## src/rtl/otp_guard_pkg.sv

```systemverilog
package otp_guard_pkg;

    typedef enum logic {
        OP_PROG  = 1'b0,
        OP_ERASE = 1'b1
    } op_e;

    typedef enum logic [2:0] {
        ST_IDLE,
        ST_FETCH,
        ST_DECIDE,
        ST_ISSUE,
        ST_WAIT,
        ST_GRANT,
        ST_REFUSE
    } state_e;

    localparam int DWORD_BITS = 64;

endpackage

```

## src/rtl/otp_enable_bank.sv

```systemverilog
module otp_enable_bank #(
    parameter int NUM_BLOCKS = 8
) (
    input  logic                  clk,
    input  logic                  por_n,
    input  logic                  rst_n,
    input  logic [NUM_BLOCKS-1:0] set_i,
    output logic [NUM_BLOCKS-1:0] active_o
);

    logic [NUM_BLOCKS-1:0] pending_q;
    logic [NUM_BLOCKS-1:0] active_q;

    // Pending requests are sticky; they reach the active mask only while
    // the functional reset is held.
    always_ff @(posedge clk or negedge por_n) begin
        if (!por_n) begin
            pending_q <= '0;
            active_q  <= '0;
        end else begin
            pending_q <= pending_q | set_i;
            if (!rst_n) begin
                active_q <= active_q | pending_q;
            end
        end
    end

    assign active_o = active_q;

    AST_ACTIVE_NEVER_CLEARS: assert property (@(posedge clk) disable iff (!por_n)
        (($past(active_q) & ~active_q) == '0)) else $error("active bit cleared");

    AST_ACTIVE_MOVES_ONLY_IN_RESET: assert property (@(posedge clk) disable iff (!por_n)
        $past(rst_n) |-> $stable(active_q)) else $error("active changed outside reset");

endmodule

```

## src/rtl/otp_blank_detect.sv

```systemverilog
module otp_blank_detect #(
    parameter int WIDTH = 64,
    parameter int LANES = 4
) (
    input  logic [WIDTH-1:0] data_i,
    output logic             blank_o
);

    localparam int LANE_W = WIDTH / LANES;

    logic [LANES-1:0] lane_ones;

    generate
        for (genvar g = 0; g < LANES; g++) begin : g_lane
            assign lane_ones[g] = &data_i[g*LANE_W +: LANE_W];
        end
    endgenerate

    assign blank_o = &lane_ones;

endmodule

```

## src/rtl/otp_guard_fsm.sv

```systemverilog
module otp_guard_fsm
    import otp_guard_pkg::*;
#(
    parameter int NUM_BLOCKS = 8,
    parameter int BLK_W      = 3,
    parameter int ADDR_W     = 7
) (
    input  logic                  clk,
    input  logic                  por_n,
    input  logic                  rst_n,
    input  logic [NUM_BLOCKS-1:0] active_i,
    input  logic                  blank_i,
    input  logic                  req_valid,
    output logic                  req_ready,
    input  logic                  req_op,
    input  logic [ADDR_W-1:0]     req_addr,
    input  logic [DWORD_BITS-1:0] req_data,
    output logic                  rd_en,
    output logic [ADDR_W-1:0]     rd_addr,
    output logic                  fl_prog,
    output logic                  fl_erase,
    output logic [ADDR_W-1:0]     fl_addr,
    output logic [DWORD_BITS-1:0] fl_data,
    input  logic                  fl_done,
    output logic                  resp_valid,
    output logic                  resp_err
);

    state_e                state_q, state_d;
    op_e                   op_q;
    logic [ADDR_W-1:0]     addr_q;
    logic [DWORD_BITS-1:0] data_q;
    logic                  lock_q;
    logic [BLK_W-1:0]      req_blk;
    logic                  accept;

    assign req_blk = req_addr[ADDR_W-1 -: BLK_W];
    assign accept  = (state_q == ST_IDLE) && req_valid;

    // State register
    always_ff @(posedge clk or negedge por_n) begin
        if (!por_n) begin
            state_q <= ST_IDLE;
        end else if (!rst_n) begin
            state_q <= ST_IDLE;
        end else begin
            state_q <= state_d;
        end
    end

    // Request capture, taken on acceptance
    always_ff @(posedge clk or negedge por_n) begin
        if (!por_n) begin
            op_q   <= OP_PROG;
            addr_q <= '0;
            data_q <= '0;
            lock_q <= 1'b0;
        end else if (accept) begin
            op_q   <= op_e'(req_op);
            addr_q <= req_addr;
            data_q <= req_data;
            lock_q <= active_i[req_blk];
        end
    end

    // Next-state decision
    always_comb begin
        state_d = state_q;
        unique case (state_q)
            ST_IDLE:   if (req_valid) state_d = ST_FETCH;
            ST_FETCH:  state_d = ST_DECIDE;
            ST_DECIDE: begin
                if (op_q == OP_ERASE) begin
                    state_d = lock_q ? ST_REFUSE : ST_ISSUE;
                end else begin
                    state_d = (!lock_q || blank_i) ? ST_ISSUE : ST_REFUSE;
                end
            end
            ST_ISSUE:  state_d = ST_WAIT;
            ST_WAIT:   if (fl_done) state_d = ST_GRANT;
            ST_GRANT:  state_d = ST_IDLE;
            ST_REFUSE: state_d = ST_IDLE;
            default:   state_d = ST_IDLE;
        endcase
    end

    // Outputs
    always_comb begin
        req_ready  = 1'b0;
        rd_en      = 1'b0;
        fl_prog    = 1'b0;
        fl_erase   = 1'b0;
        resp_valid = 1'b0;
        resp_err   = 1'b0;
        unique case (state_q)
            ST_IDLE:   req_ready = 1'b1;
            ST_FETCH:  rd_en = (op_q == OP_PROG);
            ST_DECIDE: ;
            ST_ISSUE: begin
                fl_prog  = (op_q == OP_PROG);
                fl_erase = (op_q == OP_ERASE);
            end
            ST_WAIT:   ;
            ST_GRANT:  resp_valid = 1'b1;
            ST_REFUSE: begin
                resp_valid = 1'b1;
                resp_err   = 1'b1;
            end
            default:   ;
        endcase
    end

    assign rd_addr = addr_q;
    assign fl_addr = addr_q;
    assign fl_data = data_q;

    AST_ERASE_NEVER_LOCKED: assert property (@(posedge clk) disable iff (!por_n || !rst_n)
        fl_erase |-> !active_i[fl_addr[ADDR_W-1 -: BLK_W]]) else $error("erase on protected block");

    AST_PROG_LOCKED_NEEDS_BLANK: assert property (@(posedge clk) disable iff (!por_n || !rst_n)
        (fl_prog && lock_q) |-> $past(blank_i)) else $error("program on non-blank protected word");

    AST_REFUSE_NO_STROBE: assert property (@(posedge clk) disable iff (!por_n || !rst_n)
        (resp_valid && resp_err) |-> (!fl_prog && !fl_erase && $past(state_q == ST_DECIDE)))
        else $error("refusal timing or strobe");

    AST_PROG_AFTER_READ: assert property (@(posedge clk) disable iff (!por_n || !rst_n)
        fl_prog |-> $past(rd_en, 2)) else $error("program without prior read");

    AST_STROBE_ONEHOT: assert property (@(posedge clk) disable iff (!por_n || !rst_n)
        $onehot0({fl_prog, fl_erase, rd_en})) else $error("strobes overlap");

endmodule

```

## src/rtl/otp_block_guard.sv

```systemverilog
module otp_block_guard
    import otp_guard_pkg::*;
#(
    parameter int  NUM_BLOCKS = 8,
    parameter int  WORD_IDX_W = 4,
    localparam int BLK_W      = $clog2(NUM_BLOCKS),
    localparam int ADDR_W     = BLK_W + WORD_IDX_W
) (
    input  logic                  clk,
    input  logic                  por_n,
    input  logic                  rst_n,
    input  logic [NUM_BLOCKS-1:0] cfg_otp_set,
    input  logic                  req_valid,
    output logic                  req_ready,
    input  logic                  req_op,
    input  logic [ADDR_W-1:0]     req_addr,
    input  logic [63:0]           req_data,
    output logic                  rd_en,
    output logic [ADDR_W-1:0]     rd_addr,
    input  logic [63:0]           rd_data,
    output logic                  fl_prog,
    output logic                  fl_erase,
    output logic [ADDR_W-1:0]     fl_addr,
    output logic [63:0]           fl_data,
    input  logic                  fl_done,
    output logic                  resp_valid,
    output logic                  resp_err
);

    logic [NUM_BLOCKS-1:0] active_mask;
    logic                  word_blank;

    otp_enable_bank #(
        .NUM_BLOCKS (NUM_BLOCKS)
    ) u_bank (
        .clk      (clk),
        .por_n    (por_n),
        .rst_n    (rst_n),
        .set_i    (cfg_otp_set),
        .active_o (active_mask)
    );

    otp_blank_detect #(
        .WIDTH (DWORD_BITS),
        .LANES (4)
    ) u_blank (
        .data_i  (rd_data),
        .blank_o (word_blank)
    );

    otp_guard_fsm #(
        .NUM_BLOCKS (NUM_BLOCKS),
        .BLK_W      (BLK_W),
        .ADDR_W     (ADDR_W)
    ) u_fsm (
        .clk        (clk),
        .por_n      (por_n),
        .rst_n      (rst_n),
        .active_i   (active_mask),
        .blank_i    (word_blank),
        .req_valid  (req_valid),
        .req_ready  (req_ready),
        .req_op     (req_op),
        .req_addr   (req_addr),
        .req_data   (req_data),
        .rd_en      (rd_en),
        .rd_addr    (rd_addr),
        .fl_prog    (fl_prog),
        .fl_erase   (fl_erase),
        .fl_addr    (fl_addr),
        .fl_data    (fl_data),
        .fl_done    (fl_done),
        .resp_valid (resp_valid),
        .resp_err   (resp_err)
    );

    AST_RESP_IMPLIES_BUSY: assert property (@(posedge clk) disable iff (!por_n || !rst_n)
        resp_valid |-> !req_ready) else $error("response while idle");

endmodule

```

## config.mk

```make
export PLATFORM = sky130hd
export DESIGN_NAME = otp_block_guard
export DESIGN_NICKNAME = d
export VERILOG_FILES = /design/src/rtl/otp_guard_pkg.sv /design/src/rtl/otp_enable_bank.sv /design/src/rtl/otp_blank_detect.sv /design/src/rtl/otp_guard_fsm.sv /design/src/rtl/otp_block_guard.sv
export SDC_FILE = /design/constraint.sdc
export NUM_CORES = 1
export LEC_CHECK = 0
export ABC_CLOCK_PERIOD_IN_PS = 4400
export BUFFER_PORTS_ARGS = -buffer_cell sky130_fd_sc_hd__buf_2
export CORE_MARGIN = 2
export CORE_UTILIZATION = 35
export CTS_CLUSTER_SIZE = 28
export DETAILED_ROUTE_END_ITERATION = 8
export GPL_TIMING_DRIVEN = 0
export PLACE_DENSITY = 0.74
export REMOVE_ABC_BUFFERS = 1
export SLEW_MARGIN = 20
export SYNTH_ARGS = -nofsm -noshare
export SYNTH_HDL_FRONTEND = slang
export SYNTH_SLANG_ARGS = --single-unit
```

## constraint.sdc

```tcl
create_clock -name clk -period 4.4 [get_ports clk]
set_clock_uncertainty 0.2 [all_clocks]
set_input_delay 0.44 -clock clk [delete_from_list [all_inputs] [get_ports clk]]
set_output_delay 0.44 -clock clk [all_outputs]
set_load 0.1 [all_outputs]
```

==> metrics.txt <==
# TYPE chip_impl_metric gauge
chip_impl_metric{name="place.gp.congestion",unit=""} 0.860
chip_impl_metric{name="post_drt_via_cell_ratio",unit=""} 4.60
chip_impl_metric{name="floorplan.io_pins",unit=""} 233
chip_impl_metric{name="num_antenna_cells",unit=""} 0
chip_impl_metric{name="report.final.hold_viol_count",unit=""} 0
chip_impl_metric{name="grt_overflow",unit=""} 0
chip_impl_info{name="crit-reg2reg-capture",value="u_fsm.fl_addr[2]"} 1
chip_impl_metric{name="crit_fanout",unit=""} 8
chip_impl_metric{name="drc",unit=""} 0
chip_impl_info{name="worst_setup_path_end_kind",value="primary output"} 1
chip_impl_metric{name="yosysSeqAreaShare",unit="%"} 61.4
chip_impl_metric{name="detailed_place_hpwl",unit="microns"} 6680
chip_impl_metric{name="cts_buffers",unit=""} 9
chip_impl_info{name="startpoint_type",value="register"} 1
chip_impl_info{name="min-delay-path-class",value="in -> reg"} 1
chip_impl_metric{name="synth.yosys.warnings",unit=""} 0
chip_impl_metric{name="worst_hold_margin",unit="ps"} 83.2
chip_impl_metric{name="nFillCells",unit=""} 921
chip_impl_metric{name="die_x",unit="microns"} 108
chip_impl_metric{name="track_usage",unit="%"} 14.8
chip_impl_info{name="regToRegStartpoint",value="u_fsm.state_q[0]"} 1
chip_impl_metric{name="post_synth_inst_count",unit=""} 250
chip_impl_metric{name="vertical_extent_of_the_die",unit="microns"} 108
chip_impl_metric{name="clk_pin_slew",unit="ps"} 90
chip_impl_metric{name="grt_max_degree",unit=""} 75
chip_impl_info{name="tritoncts",value="done"} 1
chip_impl_metric{name="cp_data_required_time",unit="ps"} 3760
chip_impl_metric{name="syn2layout_area_growth",unit="%"} 38.3
chip_impl_info{name="origin_of_the_worst_min_delay_path",value="cfg_otp_set[3]"} 1
chip_impl_metric{name="design.die.area",unit="sq um"} 11600
chip_impl_metric{name="max_cap_viol_count",unit=""} 0
chip_impl_metric{name="r2r_setup_slack",unit="ps"} 2060
chip_impl_metric{name="portion_of_the_clock_cycle_consumed_by_the_worst_path_in_the_final_layout",unit="%"} 55.1
chip_impl_metric{name="postCtsResizedCells",unit=""} 0
chip_impl_metric{name="vias",unit=""} 2828
chip_impl_metric{name="synth_top_area_share",unit="%"} 61.4
chip_impl_metric{name="syn_area_per_cell",unit="sq um"} 15.0
chip_impl_metric{name="grt_antenna_before_repair",unit=""} 0
chip_impl_metric{name="worst_hold_path.num_cells",unit=""} 2
chip_impl_metric{name="syn-cell-area",unit="sq um"} 3750
chip_impl_metric{name="number_of_synthesized_register_bits",unit=""} 92
chip_impl_info{name="status",value="finished clean"} 1
chip_impl_metric{name="worstRegToRegCells",unit=""} 3
chip_impl_info{name="cts_root_buf",value="clkbuf_8"} 1
chip_impl_metric{name="rows",unit=""} 37
chip_impl_metric{name="synth_cell_type_count",unit=""} 33
chip_impl_info{name="grt_setup_unrepaired",value="no"} 1
chip_impl_metric{name="clk-insertion-delay-late",unit="ps"} 340
chip_impl_metric{name="final-setup-viol-count",unit=""} 0
chip_impl_metric{name="grt_first_pass_wirelength",unit="microns"} 13600
chip_impl_info{name="setup.worst_path.class",value="reg -> out"} 1
chip_impl_metric{name="max_slew_margin",unit="%"} 35.1
chip_impl_info{name="synthTopCellsByArea",value="dfrtp_1 (61%), mux2_1 (22%), nand4_1 (2.5%)"} 1
chip_impl_metric{name="initial_utilization",unit="%"} 36.2
chip_impl_metric{name="timing.fmax",unit="GHz"} 0.413
chip_impl_metric{name="critical_path_arrival",unit="ps"} 1780
chip_impl_metric{name="post-route-min-period",unit="ps"} 2420
chip_impl_info{name="holdPathEnd",value="u_bank.pending_q[3]"} 1
chip_impl_metric{name="cts.sinks",unit=""} 92
chip_impl_metric{name="detail_route.wl_per_cell",unit="microns"} 14.0
chip_impl_metric{name="fraction_of_final_layout_cells_with_drive_strength_greater_than_1",unit="%"} 54.3
chip_impl_metric{name="detail-route-antenna-nets",unit=""} 0
chip_impl_metric{name="drt_first_iter_violations",unit=""} 103
chip_impl_metric{name="cts-htree-levels",unit=""} 3
chip_impl_metric{name="numPortBuffers",unit=""} 232
chip_impl_metric{name="first_global_vias",unit=""} 2932
chip_impl_metric{name="cts.path.max_buffers",unit=""} 2
chip_impl_metric{name="finish.net_count",unit=""} 625
chip_impl_metric{name="final-max-slew-violation-count",unit=""} 0
chip_impl_metric{name="design.core.area",unit="sq um"} 10400
chip_impl_info{name="yosysTopAreaCell",value="dfrtp_1"} 1
chip_impl_metric{name="drt_pre_antenna_iters",unit=""} 4
chip_impl_metric{name="max_slew.worst_pin.slew",unit="ps"} 973
chip_impl_metric{name="setup_tns",unit="ps"} 0
chip_impl_metric{name="drt_wl_total",unit="microns"} 8580
## flip-flops by register name (all words and copies together) (netlist names)
signal            count
u_fsm.fl_data        64
u_bank.active_o       8
u_bank.pending_q      8
u_fsm.fl_addr         7
u_fsm.state_q         3
u_fsm.lock_q          1
u_fsm.op_q            1
## synthesized netlist by cell type
library cell and count:
a311o_1 1, nor3_4 1, inv_1 2, nor4b_1 1, clkbuf_1 1, nor3_1 1, and3_1 2, nand3_1 1
xor2_1 1, mux2_1 72, a211oi_1 1, or2_2 8, buf_6 7, dfrtp_1 92, mux4_2 2, and2_1 1
buf_4 9, mux2i_1 2, nor2b_1 1, nand2_1 3, and2_4 1, a31oi_1 1, buf_2 1, nand4_1 15
nand2b_1 1, a21o_1 8, nor2_1 5, a21oi_1 2, nor3b_1 1, nand4b_1 1, nor4_1 3, buf_8 1
or3b_2 1
## through the flow
step / area, sq um / std cells / setup slack [ps] / util [%]
after detailed placement: 4940 / 600 / 2040 / 47.7
after CTS: 5190 / 615 / 1960 / 50.0
after global placement: 4910 / 599 / 1890 / 47.4
after global routing: 5190 / 615 / 1850 / 50.0
final: 5190 / 615 / 1980 / 50.0
after floorplan: 3580 / 231 / 151 / -
## critical path: stages, from the launching register on
cell and delay, ps:
dfrtp_1 520, nor2b_1 290, nand2_1 110, nor2_1 90
buf_2 420
## logic make-up (layout without fill, tap and decap cells)
kind of cell,after synthesis,in the layout,synth area share [%]
DFF,92,92,61.4
AOI/OAI and AO/OA,13,13,2.50
xor gates and xnor gates,1,1,0.234
muxes,76,76,23.3
buffers and inverters,21,250,4.74
and+or+nand+nor,47,47,7.81
## worst max path at each step
stage,startpoint,endpoint,slack [ps],depth (start not counted)
2_1_floorplan,u_fsm.state_q[1],rd_en,150,1
3_3_place_gp,por_n,u_bank.pending_q[6],1890,1
3_5_place_dp,u_fsm.state_q[0],u_fsm.fl_addr[2],2040,3
4_1_cts,u_fsm.state_q[1],fl_prog,1960,4
5_1_grt,u_fsm.state_q[1],fl_prog,1850,4
6_report,u_fsm.state_q[1],fl_prog,1980,4
## layout make-up
class | count | area, sq um | area share [%]
repair buffers | 234 | 1200 | 23.1
well taps | 136 | 170 | 3.28
inverters | 2 | 7.51 | 0.145
flip-flops and latches | 92 | 2300 | 44.4
clock buffers | 10 | 138 | 2.65
clock inverters | 4 | 98.8 | 1.90
multi-input cells | 137 | 1270 | 24.5
## cells in the final DEF (no fill, tap or decap), drive strengths merged, types with 2 or more instances in the layout
cell type  synthesis  final
nand4             15     15
clkbuf             1     10
nor2               5      5
inv                2      2
mux2              72     72
nor3               2      2
mux4               2      2
a21oi              2      2
or2                8      8
a21o               8      8
dfrtp             92     92
and3               2      2
nand2              3      3
and2               2      2
buf               18    233
mux2i              2      2
bufinv             0      3
nor4               3      3
## per-layer routing
metal | global-route usage (%) | part of all wire [%] | wire length, microns | vias to the layer above
met5 | 0 | 0 | 0 | -
met4 | 4.85 | 1.4 | 123 | 0
met3 | 4.72 | 8.7 | 744 | 13
met2 | 25.6 | 50 | 4290 | 119
met1 | 17.5 | 40 | 3420 | 1357
li1 | - | - | - | 1339
## repair_timing
| action | 4_1_cts | 5_1_grt |
|---|---|---|
| hold buffers | 1 | 0 |
| endpoints found under the hold margin | 43 | 0 |
| setup buffers | 0 | 0 |
Power is not shown: default switching activity piles up to over one toggle a cycle in this logic, so the estimate is an artifact.
